===== src/rtl/rn_pkg.sv =====
package rn_pkg;
    parameter int LREGS  = 32;
    parameter int PREGS  = 64;
    parameter int NCKPT  = 4;
    parameter int ADDR_W = 32;

    localparam int LW = $clog2(LREGS);
    localparam int PW = $clog2(PREGS);
    localparam int CW = $clog2(NCKPT);

    typedef logic [LW-1:0]     lreg_t;
    typedef logic [PW-1:0]     preg_t;
    typedef logic [CW-1:0]     ckidx_t;
    typedef logic [CW:0]       ckcnt_t;
    typedef logic [ADDR_W-1:0] addr_t;
    typedef logic [PREGS-1:0]  pvec_t;
    typedef preg_t [LREGS-1:0] map_t;

    typedef struct packed {
        map_t  map;
        pvec_t since;
        addr_t alt;
    } ckpt_t;

    function automatic preg_t first_free(pvec_t v);
        preg_t r = '0;
        for (int i = PREGS - 1; i >= 0; i--)
            if (v[i]) r = preg_t'(i);
        return r;
    endfunction

    function automatic map_t identity_map();
        map_t m;
        for (int i = 0; i < LREGS; i++) m[i] = preg_t'(i);
        return m;
    endfunction

    function automatic pvec_t spare_regs();
        pvec_t v = '0;
        for (int i = LREGS; i < PREGS; i++) v[i] = 1'b1;
        return v;
    endfunction
endpackage


===== src/rtl/rn_freelist.sv =====
module rn_freelist
    import rn_pkg::*;
(
    input  logic  clk,
    input  logic  rst,
    input  logic  alloc_en,
    input  logic  grad_en,
    input  preg_t grad_tag,
    input  logic  restore_en,
    input  pvec_t restore_mask,
    output preg_t pick,
    output logic  empty
);
    pvec_t free_q, free_d;

    assign empty = ~|free_q;
    assign pick  = first_free(free_q);

    always_comb begin
        free_d = free_q;
        if (grad_en)    free_d[grad_tag] = 1'b1;
        if (restore_en) free_d = free_d | restore_mask;
        if (alloc_en)   free_d[pick] = 1'b0;
    end

    always_ff @(posedge clk) begin
        if (rst) free_q <= spare_regs();
        else     free_q <= free_d;
    end
endmodule


===== src/rtl/rn_busy.sv =====
module rn_busy
    import rn_pkg::*;
(
    input  logic  clk,
    input  logic  rst,
    input  logic  set_en,
    input  preg_t set_tag,
    input  logic  clr_en,
    input  preg_t clr_tag,
    input  preg_t rd_a,
    input  preg_t rd_b,
    output logic  bsy_a,
    output logic  bsy_b
);
    pvec_t busy_q;

    assign bsy_a = busy_q[rd_a] && !(clr_en && clr_tag == rd_a);
    assign bsy_b = busy_q[rd_b] && !(clr_en && clr_tag == rd_b);

    always_ff @(posedge clk) begin
        if (rst) begin
            busy_q <= '0;
        end else begin
            if (clr_en) busy_q[clr_tag] <= 1'b0;
            if (set_en) busy_q[set_tag] <= 1'b1;
        end
    end
endmodule


===== src/rtl/rn_ckpt.sv =====
module rn_ckpt
    import rn_pkg::*;
(
    input  logic   clk,
    input  logic   rst,
    input  logic   push_en,
    input  map_t   push_map,
    input  addr_t  push_alt,
    input  logic   alloc_en,
    input  preg_t  alloc_tag,
    input  logic   resolve_en,
    input  logic   mis_en,
    input  ckidx_t mis_idx,
    output logic   full,
    output ckidx_t tail,
    output map_t   rd_map,
    output pvec_t  rd_since,
    output addr_t  rd_alt
);
    ckpt_t  ent_q [NCKPT];
    ckidx_t head_q;
    ckcnt_t cnt_q;
    logic   [NCKPT-1:0] live;

    assign full     = (cnt_q == ckcnt_t'(NCKPT));
    assign tail     = head_q + cnt_q[CW-1:0];
    assign rd_map   = ent_q[mis_idx].map;
    assign rd_since = ent_q[mis_idx].since;
    assign rd_alt   = ent_q[mis_idx].alt;

    for (genvar g = 0; g < NCKPT; g++) begin : g_slot
        ckidx_t age;
        assign age     = ckidx_t'(g) - head_q;
        assign live[g] = {1'b0, age} < cnt_q;

        always_ff @(posedge clk) begin
            if (rst) begin
                ent_q[g] <= '0;
            end else if (!mis_en) begin
                if (push_en && tail == ckidx_t'(g))
                    ent_q[g] <= '{map: push_map, since: '0, alt: push_alt};
                else if (alloc_en && live[g])
                    ent_q[g].since[alloc_tag] <= 1'b1;
            end
        end
    end

    logic res_go;
    assign res_go = resolve_en && (cnt_q != '0);

    always_ff @(posedge clk) begin
        if (rst) begin
            head_q <= '0;
            cnt_q  <= '0;
        end else if (mis_en) begin
            cnt_q <= {1'b0, ckidx_t'(mis_idx - head_q)};
        end else begin
            cnt_q  <= cnt_q + ckcnt_t'(push_en) - ckcnt_t'(res_go);
            head_q <= head_q + ckidx_t'(res_go);
        end
    end
endmodule


===== src/rtl/rename_ckpt.sv =====
module rename_ckpt
    import rn_pkg::*;
(
    input  logic                 clk,
    input  logic                 rst,
    input  logic                 in_valid,
    input  logic [LW-1:0]        src_a,
    input  logic [LW-1:0]        src_b,
    input  logic [LW-1:0]        dst,
    input  logic                 has_dst,
    input  logic                 is_branch,
    input  logic [ADDR_W-1:0]    br_alt,
    input  logic                 mispredict,
    input  logic [CW-1:0]        mis_idx,
    input  logic                 br_ok,
    input  logic                 wb_valid,
    input  logic [PW-1:0]        wb_tag,
    input  logic                 grad_valid,
    input  logic [PW-1:0]        grad_tag,
    output logic                 ren_ok,
    output logic                 stall,
    output logic [PW-1:0]        phys_a,
    output logic [PW-1:0]        phys_b,
    output logic [PW-1:0]        phys_d,
    output logic [PW-1:0]        phys_old,
    output logic                 busy_a,
    output logic                 busy_b,
    output logic [CW-1:0]        ckpt_idx,
    output logic [ADDR_W-1:0]    redirect_addr
);
    map_t   map_q, map_next, ck_rd_map;
    pvec_t  ck_rd_since;
    preg_t  fl_pick;
    logic   fl_empty, ck_full, need_hold, alloc;

    assign need_hold = (has_dst && fl_empty) || (is_branch && ck_full);
    assign stall     = in_valid && !mispredict && need_hold;
    assign ren_ok    = in_valid && !mispredict && !need_hold;
    assign alloc     = ren_ok && has_dst;

    assign phys_a   = map_q[src_a];
    assign phys_b   = map_q[src_b];
    assign phys_old = map_q[dst];
    assign phys_d   = fl_pick;

    always_comb begin
        map_next = map_q;
        if (has_dst) map_next[dst] = fl_pick;
    end

    always_ff @(posedge clk) begin
        if (rst)             map_q <= identity_map();
        else if (mispredict) map_q <= ck_rd_map;
        else if (alloc)      map_q[dst] <= fl_pick;
    end

    rn_freelist u_free (
        .clk(clk), .rst(rst),
        .alloc_en(alloc),
        .grad_en(grad_valid), .grad_tag(grad_tag),
        .restore_en(mispredict), .restore_mask(ck_rd_since),
        .pick(fl_pick), .empty(fl_empty)
    );

    rn_busy u_busy (
        .clk(clk), .rst(rst),
        .set_en(alloc), .set_tag(fl_pick),
        .clr_en(wb_valid), .clr_tag(wb_tag),
        .rd_a(phys_a), .rd_b(phys_b),
        .bsy_a(busy_a), .bsy_b(busy_b)
    );

    rn_ckpt u_ckpt (
        .clk(clk), .rst(rst),
        .push_en(ren_ok && is_branch), .push_map(map_next), .push_alt(br_alt),
        .alloc_en(alloc), .alloc_tag(fl_pick),
        .resolve_en(br_ok),
        .mis_en(mispredict), .mis_idx(mis_idx),
        .full(ck_full), .tail(ckpt_idx),
        .rd_map(ck_rd_map), .rd_since(ck_rd_since), .rd_alt(redirect_addr)
    );
endmodule


===== config.mk =====
export PLATFORM = sky130hd
export DESIGN_NAME = rename_ckpt
export DESIGN_NICKNAME = d
export VERILOG_FILES = /design/src/rtl/rn_pkg.sv /design/src/rtl/rn_freelist.sv /design/src/rtl/rn_busy.sv /design/src/rtl/rn_ckpt.sv /design/src/rtl/rename_ckpt.sv
export SDC_FILE = /design/constraint.sdc
export NUM_CORES = 2
export LEC_CHECK = 0
export BUFFER_PORTS_ARGS = -buffer_cell sky130_fd_sc_hd__buf_2
export CAP_MARGIN = 10
export CORE_MARGIN = 2
export CORE_UTILIZATION = 43
export CTS_CLUSTER_SIZE = 8
export DETAILED_ROUTE_END_ITERATION = 12
export GPL_ROUTABILITY_DRIVEN = 0
export GPL_TIMING_DRIVEN = 0
export PLACE_DENSITY = 0.56
export SLEW_MARGIN = 10
export SYNTH_ARGS = -nofsm -noshare
export SYNTH_HDL_FRONTEND = slang
export SYNTH_SLANG_ARGS = --single-unit

===== constraint.sdc =====
create_clock -name clk -period 8.6 [get_ports clk]
set_input_delay 0.86 -clock clk [delete_from_list [all_inputs] [get_ports clk]]
set_output_delay 0.86 -clock clk [all_outputs]
set_load 0.01 [all_outputs]

Word level (Yosys, flattened, before mapping)
Memory sizes are Yosys's and may differ from the RTL's.
Cells that the tools add are included.
- bits in registers: 325
- memory bits (writable): 1152
- input port bits: 70
- word-level logic and storage cells: 762
- memories: 1
- add/subtract/negate cells: 9
- order comparisons: 16
- equal/unequal tests: 6
- muxes and demuxes: 391
- bitwise operators: 267
- reductions and logical operators: 35
- memory list (name ; words ; bits a word ; read ports ; clocked after memory_dff ; wr ports ; line ; RTL):
    u_ckpt.ent_q ; 4 ; 288 ; 1 ; 0 ; 4 ; rn_ckpt.sv:20 ; ckpt_t ent_q [NCKPT];
- operator list (cell ; number):
    288-bit 2-to-1 mux ; 4
    64-bit 2-to-1 mux ; 10
    192-bit 2-to-1 mux ; 3
    6-bit 2-to-1 mux ; 68
    1-bit 2-to-1 mux ; 295
    1-bit bitwise OR ; 260
    192-bit bitwise mux ; 1
    64-bit bitwise OR ; 3
    64-bit bitwise AND ; 2
    64-bit inverter ; 2
    6-bit binary-select mux with 5-bit select ; 3
    64-bit OR reduction ; 1
    6-bit by 7-bit less-than comparator with 1-bit output, second input constant ; 5
    6-bit demux with 5-bit select ; 1
    1-bit logical AND ; 24
    1-bit demux with 6-bit select ; 3
    6-bit by 1-bit greater-or-equal comparator with 1-bit output, second input constant ; 3
    5-bit by 6-bit less-than comparator with 1-bit output, second input constant ; 3
    1-bit binary-select mux with 6-bit select ; 2
    6-bit equality test ; 2
    2-bit by 3-bit less-than comparator with 1-bit output ; 4
    5-bit by 1-bit greater-or-equal comparator with 1-bit output, second input constant ; 1
    1-bit zero test ; 5
    2-bit equality test, second input constant ; 2
    15 further kinds ; 17

Depth between registers and ports, before layout
- depth in word-level cells: 71
- mapped depth: 15
- gate-level depth less buffers: 14

Hierarchy
Synthesis repeated with hierarchy kept, for this count alone.
- cell total of the unflattened synthesis: 5774
- area, all modules: 75374.8 µm²
- by module, submodules not included (module ; times used ; cells each ; area an instance (µm²) ; sequential area each (µm²)):
    rn_ckpt ; 1 ; 3350 ; 52455.3 ; 34693.3
    rename_ckpt ; 1 ; 1502 ; 15095.7 ; 3843.7
    rn_freelist ; 1 ; 489 ; 3982.6 ; 1281.2
    rn_busy ; 1 ; 433 ; 3841.2 ; 1281.2

Worst setup path after synthesis
Ideal clock, no wire load.
- path kind: input port to flip-flop
- start point: input has_dst
- end point: memory u_ckpt.ent_q[2][0] (netlist name) (enable)
- library setup time: 574 ps
- arrival time: 6384 ps
- required time: 8026 ps
- slack: 1642 ps
- stages on the path: 8
- buffers on the path: 4
- cell sequence: clkbuf_1 -> a31oi_1 -> clkbuf_1 -> and2_1 -> a31oi_1 -> clkbuf_1 -> clkbuf_1 -> inv_1
- RTL lines (what ; line ; RTL):
    start: declaration ; rename_ckpt.sv:10 ; input logic has_dst,
    end: declaration ; rn_ckpt.sv:20 ;

Final worst setup path
- start point: input src_a[1]
- end point: output busy_a
- longest elaborated chain between the ends: 6
- elaborated cells on any way between the ends: 8
- classes of those cells: 1 x eq/ne; 4 x mux; 3 x reduce/logical
- ends and longest elaborated chain (what ; line ; RTL):
    start: declaration ; rename_ckpt.sv:7 ; input logic [LW-1:0] src_a,
    6-bit binary-select mux with 5-bit select (*) ; rename_ckpt.sv:41 ; assign phys_a = map_q[src_a];
    6-bit 2-to-1 mux (not written as such) (*) ; rename_ckpt.sv:41 ;
    parallel branches: the longest is 3 deep, another holds 1-bit binary-select mux with 6-bit select ; n/a ;
    1-bit logical AND (*) ; rn_busy.sv:17 ; assign bsy_a = busy_q[rd_a] && !(clr_en && clr_tag == rd_a);
    end: declaration ; rename_ckpt.sv:26 ; output logic busy_a,
Every way passes the cells marked *. The select of a mux whose other input is x is not followed.

==> run summary <==
Summing every instance area after synthesis gives 0.0713 mm^2. The root buffer cell was sky130_fd_sc_hd__clkbuf_16. Counting flops and latches in the post-synthesis netlist gives 1,477.

Counting instances in the post-synthesis netlist gives the leading cell types as 1,223 x sky130_fd_sc_hd__nor2_1, 1,152 x sky130_fd_sc_hd__edfxtp_1, 455 x sky130_fd_sc_hd__clkbuf_1. The logs give 52,900 for the via count of the first global-routing pass and 81 for the distinct cell type count of the synthesized netlist. Clock sink count: 1,477. For the final number of max-transition violations, the log shows 0. Along the worst path, the maximum fanout reaches 10. The number of hold violations in the final report is 0. The completed layout was analyzed and its total power is 19,000 uW. At the later pin of the worst-skew pair, clock insertion delay measures 0.87 ns. After detailed routing, the total wire length is 283 mm. Between clock sinks in the finished design, the worst skew comes to 0.0433 ns. The number of antenna-violating nets in the routed design came out at 0. Yosys attributes the largest share of cell area to sky130_fd_sc_hd__edfxtp_1 48%, sky130_fd_sc_hd__mux4_2 13%, sky130_fd_sc_hd__dfxtp_1 9.1%.

The run finished with clean final reports. After synthesis, the mean cell area works out to 12.3 um^2. Counting along the longest clock path gives a buffer depth of 3. Synthesis produced a netlist with a net count of 5,872. The worst setup path is captured at an output port.

Summing all multi-input logic gate instances after layout gives 0.0279 mm^2. The post-CTS setup buffer count is 0. Across all layers, the routed design uses 55,200 vias.

The tools report the DRC violations left as 0. The met1 capacity usage during global routing came out at 0.434. The number of iterations in the first detailed-routing pass came out at 6.

The critical path in this run is classified as input pin to output port. Clock tree synthesis inserted a total of 203 buffers. Yosys printed 0 warnings.

For the total number of nets in the final design, the log shows 6,218. The detailed router finished its first iteration with 8,807 violations. The growth of design area from synthesis to finish was 13.7%; the transition time at the pin with the least slew margin was 1.47 ns.

The vertical die dimension is 411 um. Proportion of register bits with asynchronous set or reset after synthesis: 0. STA classifies the critical path startpoint as an input pin. The power density over the cells was 234 mW/mm^2. The biggest area contributor in the post-synthesis netlist is sky130_fd_sc_hd__edfxtp_1. The number of antenna violations at the first check in global routing is 16, and the via density per instance is 6.52. TritonCTS built the clock tree. Most common flop cell mapped by yosys: sky130_fd_sc_hd__edfxtp_1. Static timing analysis puts the maximum clock frequency at 149 MHz. The ratio of cells with drive above 1 in the final layout works out to 0.145. The row count was 149.

After clock tree synthesis, the clock-pin slew on the worst setup and hold paths is 0.05 ns. The die covers 0.169 mm^2. For the initial cell density of the core, the log shows 0.433. Number of synthesized flops with an enable pin: 1,152. For this run the aggregate overflow at the end of global routing stands at 0. The final clock period utilization by the worst path works out to 0.780.

The tools report the met2 track demand over resource in global routing as 0.485. Fill cells in the final layout number 14,800. The tool flagged a number of max-cap violations equal to 0. For the overall routing resource usage, the log shows 0.328.

The proportion of synthesized chip area in sequential cells came out at 0.576. The final-report setup violation count is 0. Data on the critical path is required at its endpoint by 7.74 ns. The count of buffers added on input and output ports is 115. The clock period minus final worst setup slack was 6.71 ns; the worst endpoint data arrival time was 5.85 ns. In the final routed layout, each cell accounts on average for 33.4 um.

Detailed placement ended at an HPWL of 194 mm. Registers take 0.0411 mm^2. The number of H-tree levels is 4, and the width of the chip is 411 um. 132 I/O pins were placed.

In this run the most used layer during global routing was met2. The maximum number of pins on one net before global-route repair was 84. The logs give 0 for the hold buffer count at cts and 0.165 mm^2 for the core area.

The met3 track utilization from global routing was 0.0938. For the worst slew margin relative to its limit, the log shows 0.0212. The most instantiated library cell after synthesis was sky130_fd_sc_hd__nor2_1. Post-route worst hold slack: 0.327 ns. Setup repair after global routing left no endpoint under its margin. The top cell type's share of synthesized area was 0.485. The first global-routing pass estimated 393 mm of wire. The post-CTS resize count was 0.

IR analysis of the VDD net gives a maximum drop of 0.000238 V. In this run the static leakage power is 0.0279 uW. After technology mapping, the gate count stands at 5,791. The class of the tightest hold or removal check was input pin to flop.
==> final timing paths <==
kind	from	to	slack, ns	cells after the start
hold / removal	br_alt[13]	u_ckpt.ent_q[0][13]$_SDFFCE_PN0P_	0.33	2
setup reg to reg	u_free.free_q[36]$_SDFF_PP1_	u_ckpt.ent_q[2][280]$_SDFFCE_PN0P_	2.54	14
hold reg to reg	map_q[148]$_SDFFE_PP1P_	map_q[148]$_SDFFE_PP1P_	0.49	2
setup / recovery	src_a[1]	busy_a	1.89	13
==> logic make-up (layout without fill, tap and decap cells) <==
family | count (synthesis) | after routing | share of synthesized area
and+or+nand+nor | 2028 | 2028 | 0.121
adders and majority gates | 11 | 11 | 0.00203
buffers and inverters | 597 | 1075 | 0.0332
AOI/OAI and AO/OA | 939 | 939 | 0.0874
other | 0 | 11 | 0
DFF | 1477 | 1477 | 0.576
xor gates and xnor gates | 18 | 18 | 0.00221
muxes | 721 | 721 | 0.178
==> per-layer routing <==
| metal | vias up | wire (um) |
|---|---|---|
| met3 | 870 | 33600 |
| li1 | 22600 | - |
| met5 | - | 234 |
| met1 | 28000 | 107000 |
| met2 | 3759 | 123000 |
| met4 | 22 | 19000 |
==> power by group <==
| group | internal [uW] | switching (uW) |
|---|---|---|
| Clock | 4440 | 3140 |
| Combinational | 753 | 2360 |
| Sequential | 8050 | 233 |
==> cell type report <==
class	instances	share of cell area
repair buffers	141	0.0129
diodes	11	0.000339
well taps	2189	0.0338
plain buffers	548	0.0273
inverters	49	0.00264
flip-flops and latches	1477	0.507
clock buffers	325	0.0693
clock inverters	12	0.00265
multi-input cells	3717	0.344
==> registers in the layout, summed over array words and instances, names as in the netlist <==
signal and count:
map_q 192, u_busy.busy_q 64, u_ckpt.cnt_q 3, u_ckpt.ent_q 1152, u_ckpt.head_q 2, u_free.free_q 64
==> critical path, stage by stage <==
cell and delay (ns):
sky130_fd_sc_hd__buf_2 0.21, sky130_fd_sc_hd__buf_4 0.30, sky130_fd_sc_hd__buf_4 0.31, sky130_fd_sc_hd__buf_2 0.42, sky130_fd_sc_hd__clkbuf_1 0.79, sky130_fd_sc_hd__mux4_2 0.47, sky130_fd_sc_hd__mux4_2 0.51, sky130_fd_sc_hd__mux2i_1 1.03
sky130_fd_sc_hd__inv_1 0.26, sky130_fd_sc_hd__xnor2_1 0.20, sky130_fd_sc_hd__nand4_1 0.13, sky130_fd_sc_hd__o41a_1 0.18, sky130_fd_sc_hd__buf_2 0.14
==> cell usage in the layout, fill, tap and decap left out, types with 25 or more instances in the layout <==
cell and n:
sky130_fd_sc_hd__a2111oi_0 48, sky130_fd_sc_hd__a21oi_1 191, sky130_fd_sc_hd__a221oi_1 115, sky130_fd_sc_hd__a22oi_1 145
sky130_fd_sc_hd__a32o_1 44, sky130_fd_sc_hd__and2_1 41, sky130_fd_sc_hd__and3_1 102, sky130_fd_sc_hd__buf_1 43
sky130_fd_sc_hd__buf_2 149, sky130_fd_sc_hd__clkbuf_1 548, sky130_fd_sc_hd__clkbuf_16 207, sky130_fd_sc_hd__clkbuf_2 25
sky130_fd_sc_hd__dfxtp_1 325, sky130_fd_sc_hd__edfxtp_1 1152, sky130_fd_sc_hd__inv_1 43, sky130_fd_sc_hd__mux2i_1 274
sky130_fd_sc_hd__mux4_2 419, sky130_fd_sc_hd__nand2_1 379, sky130_fd_sc_hd__nand3_1 48, sky130_fd_sc_hd__nor2_1 1221
sky130_fd_sc_hd__nor3_1 34, sky130_fd_sc_hd__nor4_1 29, sky130_fd_sc_hd__o21ai_0 283, sky130_fd_sc_hd__or3_1 69
==> through the flow <==
step	setup TNS, ns	instance area, um^2	utilization	setup WS [ns]	std cells
after floorplan	0	71300	-	1.64	5791
after global placement	-3309.53	74600	0.453	-4.12	8095
after detailed placement	0	75200	0.456	2.35	8119
after CTS	0	81100	0.492	2.33	8456
after global routing	0	81100	0.492	2.02	8458
final	0	81100	0.492	1.89	8469
No activity file was read; power rests on OpenSTA's default activity.
